--- config.mk ---
export PLATFORM = sky130hd
export DESIGN_NAME = spi_host_ctrl
export DESIGN_NICKNAME = d
export VERILOG_FILES = /design/src/rtl/spi_host_pkg.sv /design/src/rtl/spi_host_clkgen.sv /design/src/rtl/spi_host_engine.sv /design/src/rtl/spi_host_regs.sv /design/src/rtl/spi_host_ctrl.sv
export SDC_FILE = /design/constraint.sdc
export NUM_CORES = 1
export LEC_CHECK = 0
export BUFFER_PORTS_ARGS = -buffer_cell sky130_fd_sc_hd__buf_2
export CAP_MARGIN = 20
export CORE_MARGIN = 10
export CORE_UTILIZATION = 44
export DETAILED_ROUTE_END_ITERATION = 6
export HOLD_SLACK_MARGIN = 0.03
export SLEW_MARGIN = 20
export SYNTH_ARGS = -nofsm -noshare
export SYNTH_HDL_FRONTEND = slang
export SYNTH_SLANG_ARGS = --single-unit
--- constraint.sdc ---
create_clock -name clk_i -period 2.6 [get_ports clk_i]
set_input_delay 0.39 -clock clk_i [delete_from_list [all_inputs] [get_ports clk_i]]
set_output_delay 0.39 -clock clk_i [all_outputs]
set_load 0.01 [all_outputs]
--- src/rtl/spi_host_pkg.sv ---
package spi_host_pkg;
  localparam int unsigned DATA_W = 8;
  localparam int unsigned DIV_W  = 3;
  localparam int unsigned WC_W   = $clog2(DATA_W);
  localparam int unsigned NB_W   = $clog2(DATA_W + 1);
  localparam int unsigned NCS    = 2;
  localparam int unsigned ADDR_W = 2;

  localparam logic [ADDR_W-1:0] A_CFG  = 2'd0;
  localparam logic [ADDR_W-1:0] A_MODE = 2'd1;
  localparam logic [ADDR_W-1:0] A_DATA = 2'd2;
  localparam logic [ADDR_W-1:0] A_CMD  = 2'd3;

  localparam int unsigned CMD_START0  = 0;
  localparam int unsigned CMD_END_REQ = 4;
  localparam int unsigned CMD_END_CLR = 5;

  typedef struct packed {
    logic [WC_W-1:0]  wcode;
    logic             cpha;
    logic             cpol;
    logic [DIV_W-1:0] div;
  } cfg_t;

  typedef struct packed {
    logic [NCS-1:0] en;
    logic           blocking;
    logic           rd;
  } mode_t;
endpackage

--- src/rtl/spi_host_clkgen.sv ---
module spi_host_clkgen
  import spi_host_pkg::*;
(
  input  logic             clk_i,
  input  logic             rst_ni,
  input  logic             run_i,
  input  logic [DIV_W-1:0] div_i,
  output logic             tick_o
);
  logic [DIV_W-1:0] cnt_q;

  assign tick_o = run_i && (cnt_q == div_i);

  always_ff @(posedge clk_i or negedge rst_ni) begin
    if (!rst_ni)                cnt_q <= '0;
    else if (!run_i || tick_o)  cnt_q <= '0;
    else                        cnt_q <= cnt_q + 1'b1;
  end
endmodule

--- src/rtl/spi_host_engine.sv ---
module spi_host_engine
  import spi_host_pkg::*;
(
  input  logic              clk_i,
  input  logic              rst_ni,
  input  logic              start_i,
  input  logic              tick_i,
  input  logic              cpol_i,
  input  logic              cpha_i,
  input  logic [NB_W-1:0]   nbits_i,
  input  logic [DATA_W-1:0] tx_i,
  input  logic              miso_i,
  output logic              busy_o,
  output logic              sclk_o,
  output logic              mosi_o,
  output logic              sample_o,
  output logic              sample_bit_o,
  output logic              done_o,
  output logic [DATA_W-1:0] rx_o
);
  logic              busy_q, sclk_q;
  logic [NB_W:0]     edge_q, last_idx;
  logic [DATA_W-1:0] tx_q, rx_q;
  logic              step, is_sample, is_shift, is_last;

  assign last_idx  = {nbits_i, 1'b0} - 1'b1;
  assign step      = busy_q && tick_i;
  assign is_sample = (edge_q[0] == cpha_i);
  // with late sampling the first edge only presents the already loaded MSB
  assign is_shift  = !is_sample && !(cpha_i && edge_q == '0);
  assign is_last   = (edge_q == last_idx);

  assign sample_o     = step && is_sample;
  assign sample_bit_o = miso_i;
  assign done_o       = step && is_last;
  assign rx_o         = sample_o ? {rx_q[DATA_W-2:0], miso_i} : rx_q;
  assign busy_o       = busy_q;
  assign sclk_o       = sclk_q;
  assign mosi_o       = tx_q[DATA_W-1];

  always_ff @(posedge clk_i or negedge rst_ni) begin
    if (!rst_ni) begin
      busy_q <= 1'b0;
      sclk_q <= 1'b0;
      edge_q <= '0;
      tx_q   <= '0;
      rx_q   <= '0;
    end else if (start_i) begin
      busy_q <= 1'b1;
      sclk_q <= cpol_i;
      edge_q <= '0;
      tx_q   <= tx_i << (NB_W'(DATA_W) - nbits_i);
      rx_q   <= '0;
    end else if (step) begin
      sclk_q <= ~sclk_q;
      if (is_sample) rx_q <= rx_o;
      if (is_shift)  tx_q <= {tx_q[DATA_W-2:0], 1'b0};
      if (is_last)   busy_q <= 1'b0;
      else           edge_q <= edge_q + 1'b1;
    end
  end
endmodule

--- src/rtl/spi_host_regs.sv ---
module spi_host_regs
  import spi_host_pkg::*;
(
  input  logic              clk_i,
  input  logic              rst_ni,
  input  logic              wr_en_i,
  input  logic [ADDR_W-1:0] addr_i,
  input  logic [DATA_W-1:0] wdata_i,
  output logic [DATA_W-1:0] rdata_o,
  input  logic              busy_i,
  input  logic              sample_i,
  input  logic              sample_bit_i,
  input  logic              done_i,
  input  logic [DATA_W-1:0] rx_i,
  output cfg_t              cfg_o,
  output mode_t             mode_o,
  output logic [DATA_W-1:0] data_o,
  output logic [NCS-1:0]    cs_open_o,
  output logic              end_pend_o,
  output logic              start_o
);
  cfg_t              cfg_q;
  mode_t             mode_q;
  logic [DATA_W-1:0] data_q;
  logic [NCS-1:0]    cs_open_q, req;
  logic              end_pend_q, wr_cmd, cfg_wr;

  assign wr_cmd = wr_en_i && (addr_i == A_CMD);
  assign cfg_wr = wr_en_i && !busy_i;
  assign req    = wdata_i[CMD_START0 +: NCS];

  always_comb begin
    start_o = 1'b0;
    if (wr_cmd && !busy_i && !end_pend_q && $onehot(req) &&
        ((req & mode_q.en) == req) &&
        (cs_open_q == '0 || cs_open_q == req))
      start_o = 1'b1;
  end

  always_ff @(posedge clk_i or negedge rst_ni) begin
    if (!rst_ni) begin
      cfg_q      <= '0;
      mode_q     <= '0;
      data_q     <= '0;
      cs_open_q  <= '0;
      end_pend_q <= 1'b0;
    end else begin
      if (cfg_wr) begin
        unique case (addr_i)
          A_CFG:   cfg_q  <= cfg_t'(wdata_i);
          A_MODE:  mode_q <= mode_t'(wdata_i[$bits(mode_t)-1:0]);
          A_DATA:  data_q <= wdata_i;
          default: ;
        endcase
      end
      if (busy_i && mode_q.rd) begin
        if (done_i)
          data_q <= rx_i;
        else if (sample_i && !mode_q.blocking)
          data_q <= {data_q[DATA_W-2:0], sample_bit_i};
      end
      if (start_o) cs_open_q <= req;
      if (wr_cmd && wdata_i[CMD_END_REQ] && cs_open_q != '0)
        end_pend_q <= 1'b1;
      if (wr_cmd && wdata_i[CMD_END_CLR] && end_pend_q && !busy_i) begin
        end_pend_q <= 1'b0;
        cs_open_q  <= '0;
      end
    end
  end

  always_comb begin
    unique case (addr_i)
      A_CFG:   rdata_o = cfg_q;
      A_MODE:  rdata_o = DATA_W'(mode_q);
      A_DATA:  rdata_o = data_q;
      default: rdata_o = DATA_W'({cs_open_q, end_pend_q, busy_i});
    endcase
  end

  assign cfg_o      = cfg_q;
  assign mode_o     = mode_q;
  assign data_o     = data_q;
  assign cs_open_o  = cs_open_q;
  assign end_pend_o = end_pend_q;
endmodule

--- src/rtl/spi_host_ctrl.sv ---
module spi_host_ctrl
  import spi_host_pkg::*;
(
  input  logic              clk_i,
  input  logic              rst_ni,
  input  logic              wr_en_i,
  input  logic [ADDR_W-1:0] addr_i,
  input  logic [DATA_W-1:0] wdata_i,
  output logic [DATA_W-1:0] rdata_o,
  output logic              sclk_o,
  output logic              mosi_o,
  input  logic              miso_i,
  output logic [NCS-1:0]    cs_no
);
  cfg_t              cfg;
  mode_t             mode;
  logic [DATA_W-1:0] data, rx;
  logic [NCS-1:0]    cs_open;
  logic [NB_W-1:0]   nbits;
  logic              end_pend, start, tick, eng_busy, eng_sclk, eng_mosi;
  logic              smp, smp_bit, done, act_en;

  assign nbits = (cfg.wcode == '0) ? NB_W'(DATA_W) : NB_W'(cfg.wcode);

  spi_host_regs u_regs (
    .clk_i        (clk_i),
    .rst_ni       (rst_ni),
    .wr_en_i      (wr_en_i),
    .addr_i       (addr_i),
    .wdata_i      (wdata_i),
    .rdata_o      (rdata_o),
    .busy_i       (eng_busy),
    .sample_i     (smp),
    .sample_bit_i (smp_bit),
    .done_i       (done),
    .rx_i         (rx),
    .cfg_o        (cfg),
    .mode_o       (mode),
    .data_o       (data),
    .cs_open_o    (cs_open),
    .end_pend_o   (end_pend),
    .start_o      (start)
  );

  spi_host_clkgen u_clkgen (
    .clk_i  (clk_i),
    .rst_ni (rst_ni),
    .run_i  (eng_busy),
    .div_i  (cfg.div),
    .tick_o (tick)
  );

  spi_host_engine u_engine (
    .clk_i        (clk_i),
    .rst_ni       (rst_ni),
    .start_i      (start),
    .tick_i       (tick),
    .cpol_i       (cfg.cpol),
    .cpha_i       (cfg.cpha),
    .nbits_i      (nbits),
    .tx_i         (data),
    .miso_i       (miso_i),
    .busy_o       (eng_busy),
    .sclk_o       (eng_sclk),
    .mosi_o       (eng_mosi),
    .sample_o     (smp),
    .sample_bit_o (smp_bit),
    .done_o       (done),
    .rx_o         (rx)
  );

  assign act_en = |(cs_open & mode.en);
  assign sclk_o = (eng_busy && act_en) ? eng_sclk : cfg.cpol;
  assign mosi_o = eng_busy && act_en && !mode.rd && eng_mosi;

  for (genvar c = 0; c < NCS; c++) begin : g_cs
    assign cs_no[c] = !(cs_open[c] && mode.en[c]);
  end
endmodule

* Yosys cells after proc, flatten, opt, wreduce, memory -nomap -nowiden
Index checks and enable logic that the tools add are counted.
Widths: inputs -> output; s select.
** Storage, ports and cells
- Register bits after elaboration :: 49
- Bits of input ports :: 14
- Output and inout port bits :: 12
- Logic and storage cells :: 117
** Operators by class
- Add/sub/neg operators :: 5
- Eq/ne operators :: 10
- Shift operators :: 1
- Mux-type cells :: 29
- Bitwise logic cells :: 3
- Reduce and logical (&&, ||, !) cells :: 53
** Operators with widths (number)
- $mux 8 :: 12
- $logic_and 1x1->1 :: 25
- $pmux 8 s3 :: 1
- $mux 5 :: 3
- $reduce_bool 2->1 :: 7
- $reduce_and 2->1 :: 6
- $mux 1 :: 9
- $logic_not 1->1 :: 8
- $shl 8x4->8 :: 1
- $add 5x1->5 const B :: 1
- $eq 5x5->1 :: 1
- $logic_not 5->1 :: 1
- $sub 5x1->5 const B :: 1
- $and 2x2->2 :: 2
- $eq 2x1->1 const B :: 2
- $eq 2x2->1 :: 2
- $eq 2x2->1 const B :: 2
- $logic_not 2->1 :: 2
- $mux 2 :: 2
- $mux 4 :: 1
- $sub 4x4->4 const A :: 1
- $add 3x1->3 const B :: 1
- $eq 3x3->1 :: 1
- $logic_not 3->1 :: 1
- other kinds (7) :: 8

* Longest topological paths before layout
- Word-level depth :: 10
- Gate-level depth with buffers :: 9
- Gate-level depth less buffers :: 7

* By module
A second synthesis with hierarchy kept.
** Unflattened totals
- Cells, all modules :: 279
- Area total of the unflattened synthesis :: 3001.6 µm²
** By module, submodules not included
- spi_host_engine :: times used 1, cells an instance 151, area each 1498.9 µm², seq. area each 575.6 µm²
- spi_host_regs :: times used 1, cells an instance 105, area each 1282.5 µm², seq. area each 575.6 µm²
- spi_host_clkgen :: times used 1, cells an instance 14, area each 163.9 µm², seq. area each 75.1 µm²
- spi_host_ctrl :: times used 1, cells an instance 9, area each 56.3 µm², seq. area each 0.0 µm²

* Worst setup path after synthesis
Ideal clock, no wire load.
- Path kind :: register to register
- Start point :: reg u_regs.cfg_q (netlist bit u_regs.cfg_o[5])
- End point :: reg u_regs.data_q[0], in the netlist u_regs.data_o[0]
- Setup time :: 0.135 ns
- Data arrival time :: 2.248 ns
- Required time :: 2.465 ns
- Setup slack :: 0.217 ns
- Stages on the path, launching flop included :: 10
- Buffers on the path :: 2
- Clock period less this slack :: 2.383 ns
- Path through :: dfrtp_1 > buf_1 > inv_1 > ha_1 > xnor2_2 > xnor2_1 > or4_4 > buf_6 > a2111oi_2 > a211oi_1
** Between the ends
- Word-level cells in the longest chain between the ends :: 7
** Ends and longest elaborated chain
- from (decl) :: line spi_host_regs.sv:22 : cfg_t cfg_q;
- from (signal assigned) :: line spi_host_regs.sv:50 : A_CFG: cfg_q <= cfg_t'(wdata_i);
- $logic_not 3->1 :: line spi_host_ctrl.sv:23 : assign nbits = (cfg.wcode == '0) ? NB_W'(DATA_W) : NB_W'(cfg.wcode);
- $mux 4 * :: line spi_host_ctrl.sv:23
- $sub 5x1->5 * :: line spi_host_engine.sv:26 : assign last_idx = {nbits_i, 1'b0} - 1'b1;
- $eq 5x5->1 * :: line spi_host_engine.sv:31 : assign is_last = (edge_q == last_idx);
- $logic_and 1x1->1 * :: line spi_host_engine.sv:35 : assign done_o = step && is_last;
- $mux 8 * :: line spi_host_regs.sv:57 : if (done_i)
- $mux 8 * :: line spi_host_regs.sv:56 : if (busy_i && mode_q.rd) begin
- to (signal assigned) :: line spi_host_regs.sv:52 : A_DATA: data_q <= wdata_i;
- to (signal assigned) :: line spi_host_regs.sv:58 : data_q <= rx_i;
- to (signal assigned) :: line spi_host_regs.sv:60 : data_q <= {data_q[DATA_W-2:0], sample_bit_i};
- to (decl) :: line spi_host_regs.sv:24 : logic [DATA_W-1:0] data_q;
Every way passes the cells marked *; elsewhere a longest branch is shown, timed or not.
A chain may end at the register's enable or synchronous reset.

* Final worst setup path
- Start point :: reg u_regs.cfg_q (netlist bit u_regs.cfg_o[6])
- End point :: reg u_engine.edge_q[1]
** Between the ends
- Word-level cells in the longest chain between the ends :: 6
** Ends and longest elaborated chain
- $logic_not 3->1 :: line spi_host_ctrl.sv:23
- $mux 4 * :: line spi_host_ctrl.sv:23
- $sub 5x1->5 * :: line spi_host_engine.sv:26
- $eq 5x5->1 * :: line spi_host_engine.sv:31
- $ne 2x2->1 (no line) *
- $reduce_and 2->1 (no line) *
- to (signal assigned) :: line spi_host_engine.sv:59 : else edge_q <= edge_q + 1'b1;
- to (decl) :: line spi_host_engine.sv:22 : logic [NB_W:0] edge_q, last_idx;
Marks and branches as above.

==> impl_metrics.sql <==
INSERT INTO impl_metrics (metric_group, metric, value, unit) VALUES
('timing', 'finalCriticalPeriod', '2180', 'ps'),
('timing', 'slew_viol_final', '0', ''),
('clock_tree', 'skew_pair_late_insertion_delay', '310', 'ps'),
('clock_tree', 'cts_made_buffers', '5', ''),
('routing', 'routed_wire_length_per_instance', '17.5', 'um'),
('setup_path', 'critical_path_peak_fanout', '22', ''),
('timing', 'finalSetupViolations', '0', ''),
('global_route', 'first_pass_grt_wire_length', '11700', 'um'),
('synthesis', 'synth-main-ff-cell', 'dfrtp_1', ''),
('routing', 'first_pass_iters', '4', ''),
('power_and_ir_drop', 'power-per-cell-area', '1220', 'mW/mm^2'),
('timing', 'slew_headroom', '54.2', '%'),
('job', 'maxCapViolCount', '0', ''),
('placement', 'post-dp-hpwl', '5130', 'um'),
('setup_path', 'critPathCaptureType', 'flip-flop', ''),
('final_layout', 'syn_to_final_growth', '10.8', '%'),
('synthesis', 'netlist_instances', '281', ''),
('placement', 'total_of_buffers_placed_on_input_and_output_ports', '25', ''),
('timing', 'unrepaired_setup_endpoints_after_global_routing', 'no', ''),
('routing', 'route.detailed.vias_per_inst', '5.52', ''),
('global_route', 'overall_routing_resource_usage', '14.1', '%'),
('final_layout', 'final_util', '50.0', '%'),
('floorplan', 'core-area', '0.00679', 'sq mm'),
('routing', 'post-route-drc-count', '0', ''),
('clock_tree', 'postcts_resize_cnt', '0', ''),
('synthesis', 'post-synth-top-area-fraction', '40.0', '%'),
('floorplan', 'num_io_pins', '26', ''),
('global_route', 'grt_pass1_vias', '2226', ''),
('routing', 'first_iter_violations', '86', ''),
('routing', 'antenna_violating_nets_post_route', '0', ''),
('synthesis', 'postSynthAreaPerCell', '10.9', 'sq um'),
('floorplan', 'die_height', '103', 'um'),
('setup_path', 'worst-setup-path-type', 'flip-flop to flip-flop', ''),
('timing', 'fmax', '460', 'MHz'),
('timing', 'number_of_hold_slack_violations_in_the_final_timing_report', '0', ''),
('global_route', 'antenna_found_initial', '0', ''),
('synthesis', 'seq_area_frac_synth', '40.0', '%'),
('timing', 'skew', '5.40', 'ps'),
('clock_tree', 'setup_fix_buffers_added_after_clock_tree_synthesis', '0', ''),
('global_route', 'grt_overflow', '0', ''),
('final_layout', 'layout_fillers', '652', ''),
('hold_path', 'hold_path.class', 'input pin to asynchronous set/reset pin', ''),
('synthesis', 'synth_area_leaders', 'dfrtp_1 (40%), mux2_2 (7.7%), mux2i_1 (7.2%), mux4_2 (5.1%), nand2_1 (3.3%)', ''),
('power_and_ir_drop', 'worst_ir_drop_on_vdd', '0.720', 'mV'),
('synthesis', 'synth_seq_cells', '49', ''),
('floorplan', 'chipWidth', '103', 'um'),
('power_and_ir_drop', 'static-leakage-power', '0.00148', 'uW'),
('timing', 'worst_slew_pin_slew', '687', 'ps'),
('synthesis', 'async_reset_ff_share', '100', '%'),
('clock_tree', 'clockRootBuffer', 'clkbuf_8', ''),
('final_layout', 'antenna_cells_inserted', '0', ''),
('timing', 'ratio_of_final_minimum_period_to_clock_period', '83.7', '%'),
('final_layout', 'final_layout_size_suffix_gt1_share', '30.4', '%'),
('clock_tree', 'post_cts_hold_buffer_count', '0', ''),
('setup_path', 'timing.critical_path.required', '2800', 'ps'),
('synthesis', 'mappedNetlistArea', '0.00306', 'sq mm'),
('timing', 'finalHoldWorstSlack', '106', 'ps'),
('setup_path', 'cp.arrival', '2380', 'ps'),
('clock_tree', 'clkSlewWorstSetupHoldPaths', '90', 'ps'),
('synthesis', 'synth_cell_type_count', '49', ''),
('timing', 'fin_setup_tns', '0', 'ps'),
('synthesis', 'yosys_warnings', '0', ''),
('synthesis', 'synth_edf_count', '0', ''),
('clock_tree', 'tritoncts', 'built', ''),
('floorplan', 'floorplan.initialDensity', '45.1', '%'),
('routing', 'vias', '2234', ''),
('clock_tree', 'tritoncts_num_sinks', '49', ''),
('floorplan', 'die-area', '0.0107', 'sq mm'),
('global_route', 'grt_max_degree', '31', ''),
('routing', 'route.final.wire_length', '7070', 'um'),
('final_layout', 'nNetsFinal', '326', ''),
('synthesis', 'synthesis.nets', '299', ''),
('clock_tree', 'clock_path_buffers', '2', ''),
('clock_tree', 'cts.htree.levels', '2', ''),
('placement', 'place_congestion', '0.866', ''),
('synthesis', 'post-synth-top-area-cell', 'dfrtp_1', ''),
('setup_path', 'startpoint_type', 'flip-flop', ''),
('floorplan', 'placement_rows', '30', ''),
('status', 'status', 'completed', '');
area by class of cell:
| class | instances | area [sq um] | area share [%] |
|---|---|---|---|
| Timing Repair Buffer | 37 | 215 | 6.34 |
| Clock buffer | 6 | 82.6 | 2.43 |
| Clock inverter | 2 | 13.8 | 0.405 |
| Inverter | 6 | 22.5 | 0.663 |
| Multi-Input combinational cell | 209 | 1720 | 50.5 |
| Sequential cell | 49 | 1230 | 36.1 |
| Tap cell | 96 | 120 | 3.54 |
stage by stage:
stage	area, sq um	instances	power [uW]	setup WS, ps
floorplan	3060	281	3160	217
global placement	3300	397	3660	476
detailed placement	3300	397	3680	434
CTS	3400	405	4170	421
global route	3400	405	4500	295
finish	3400	405	4140	424
placed cells by master (no fill, tap or decap), drive strengths merged, types with 10 or more instances in the layout:
master	Yosys	final
nor2b	10	10
a21oi	17	17
nand2	28	28
mux2	21	21
a211oi	10	10
buf	8	37
dfrtp	49	49
mux2i	22	22
nor2	20	20
flip-flops by register name, indices dropped and copies added (netlist names):
signal and cells:
u_engine.rx_q 8, u_engine.tx_q 8, u_regs.cfg_o 8, u_regs.data_o 8
u_engine.edge_q 5, u_regs.mode_o 4, u_clkgen.cnt_q 3, u_regs.cs_open_o 2
u_engine.busy_o 1, u_engine.sclk_o 1, u_regs.end_pend_o 1
worst max-delay path, stage by stage, from the launching register on:
cell     delay (ps)
dfrtp_1         390
inv_1            70
ha_1            220
xnor2_2         150
xnor2_1         130
or4_4           590
nand2_1         170
mux2_2          340
where the power goes:
| group | leakage [uW] | switching, uW | internal, uW |
|---|---|---|---|
| Combinational | 0.000814 | 1130 | 1030 |
| Sequential | 0.000620 | 411 | 1080 |
| Clock | 0.0000512 | 273 | 216 |
final timing paths:
| kind | from | to | slack, ps | cells after the start |
|---|---|---|---|---|
| max in group asynchronous | rst_ni | u_engine.edge_q[1]$_DFFE_PN0P_ | 1870 | 2 |
| max | u_regs.cfg_o[6]$_DFFE_PN0P_ | u_engine.edge_q[1]$_DFFE_PN0P_ | 420 | 7 |
| min | rst_ni | u_clkgen.cnt_q[2]$_DFF_PN0_ | 110 | 1 |
| max reg2reg | u_regs.cfg_o[6]$_DFFE_PN0P_ | u_engine.edge_q[1]$_DFFE_PN0P_ | 420 | 7 |
| min reg2reg | u_clkgen.cnt_q[0]$_DFF_PN0_ | u_clkgen.cnt_q[0]$_DFF_PN0_ | 490 | 1 |
| min in group clk_i | wdata_i[6] | u_regs.cfg_o[6]$_DFFE_PN0P_ | 320 | 3 |
synth_stat cells (2+ instances only):
cell        n
nor2_1     20
o21ai_0     8
inv_1       6
dfrtp_1    49
xnor2_1     5
or4_2       2
and4bb_2    2
nand3_1     2
mux2_2     21
and3_2      2
o221ai_1    4
mux4_2      7
nor2b_1    10
clkbuf_1    5
buf_2       4
a21oi_1    17
nand2_1    27
o22ai_1     8
and3_1      4
o211ai_1    2
mux2i_1    22
ha_1        4
clkbuf_8    3
nor4bb_1    2
a2111oi_2   6
buf_1       3
xor2_1      4
a211oi_1   10
and2b_1     2
cell families after synthesis:
logic type / share of synthesized area, %
AO/OA/AOI/OAI: 15.5
AND/OR/NAND/NOR: 15.4
buffers and inverters: 4.25
flip-flops: 40.0
multiplexers: 20.0
adder cells (fa/ha/maj): 1.63
XOR/XNOR: 3.10
per-layer routing:
metal | part of all wire [%] | vias to the layer above | track usage (%)
met5 | 0 | - | 0
met2 | 49 | 28 | 22.2
met1 | 47 | 1095 | 19.0
li1 | - | 1102 | -
met3 | 3.5 | 9 | 2.46
met4 | 1.3 | 0 | 4.81
Power figures use the tool's default switching activity.
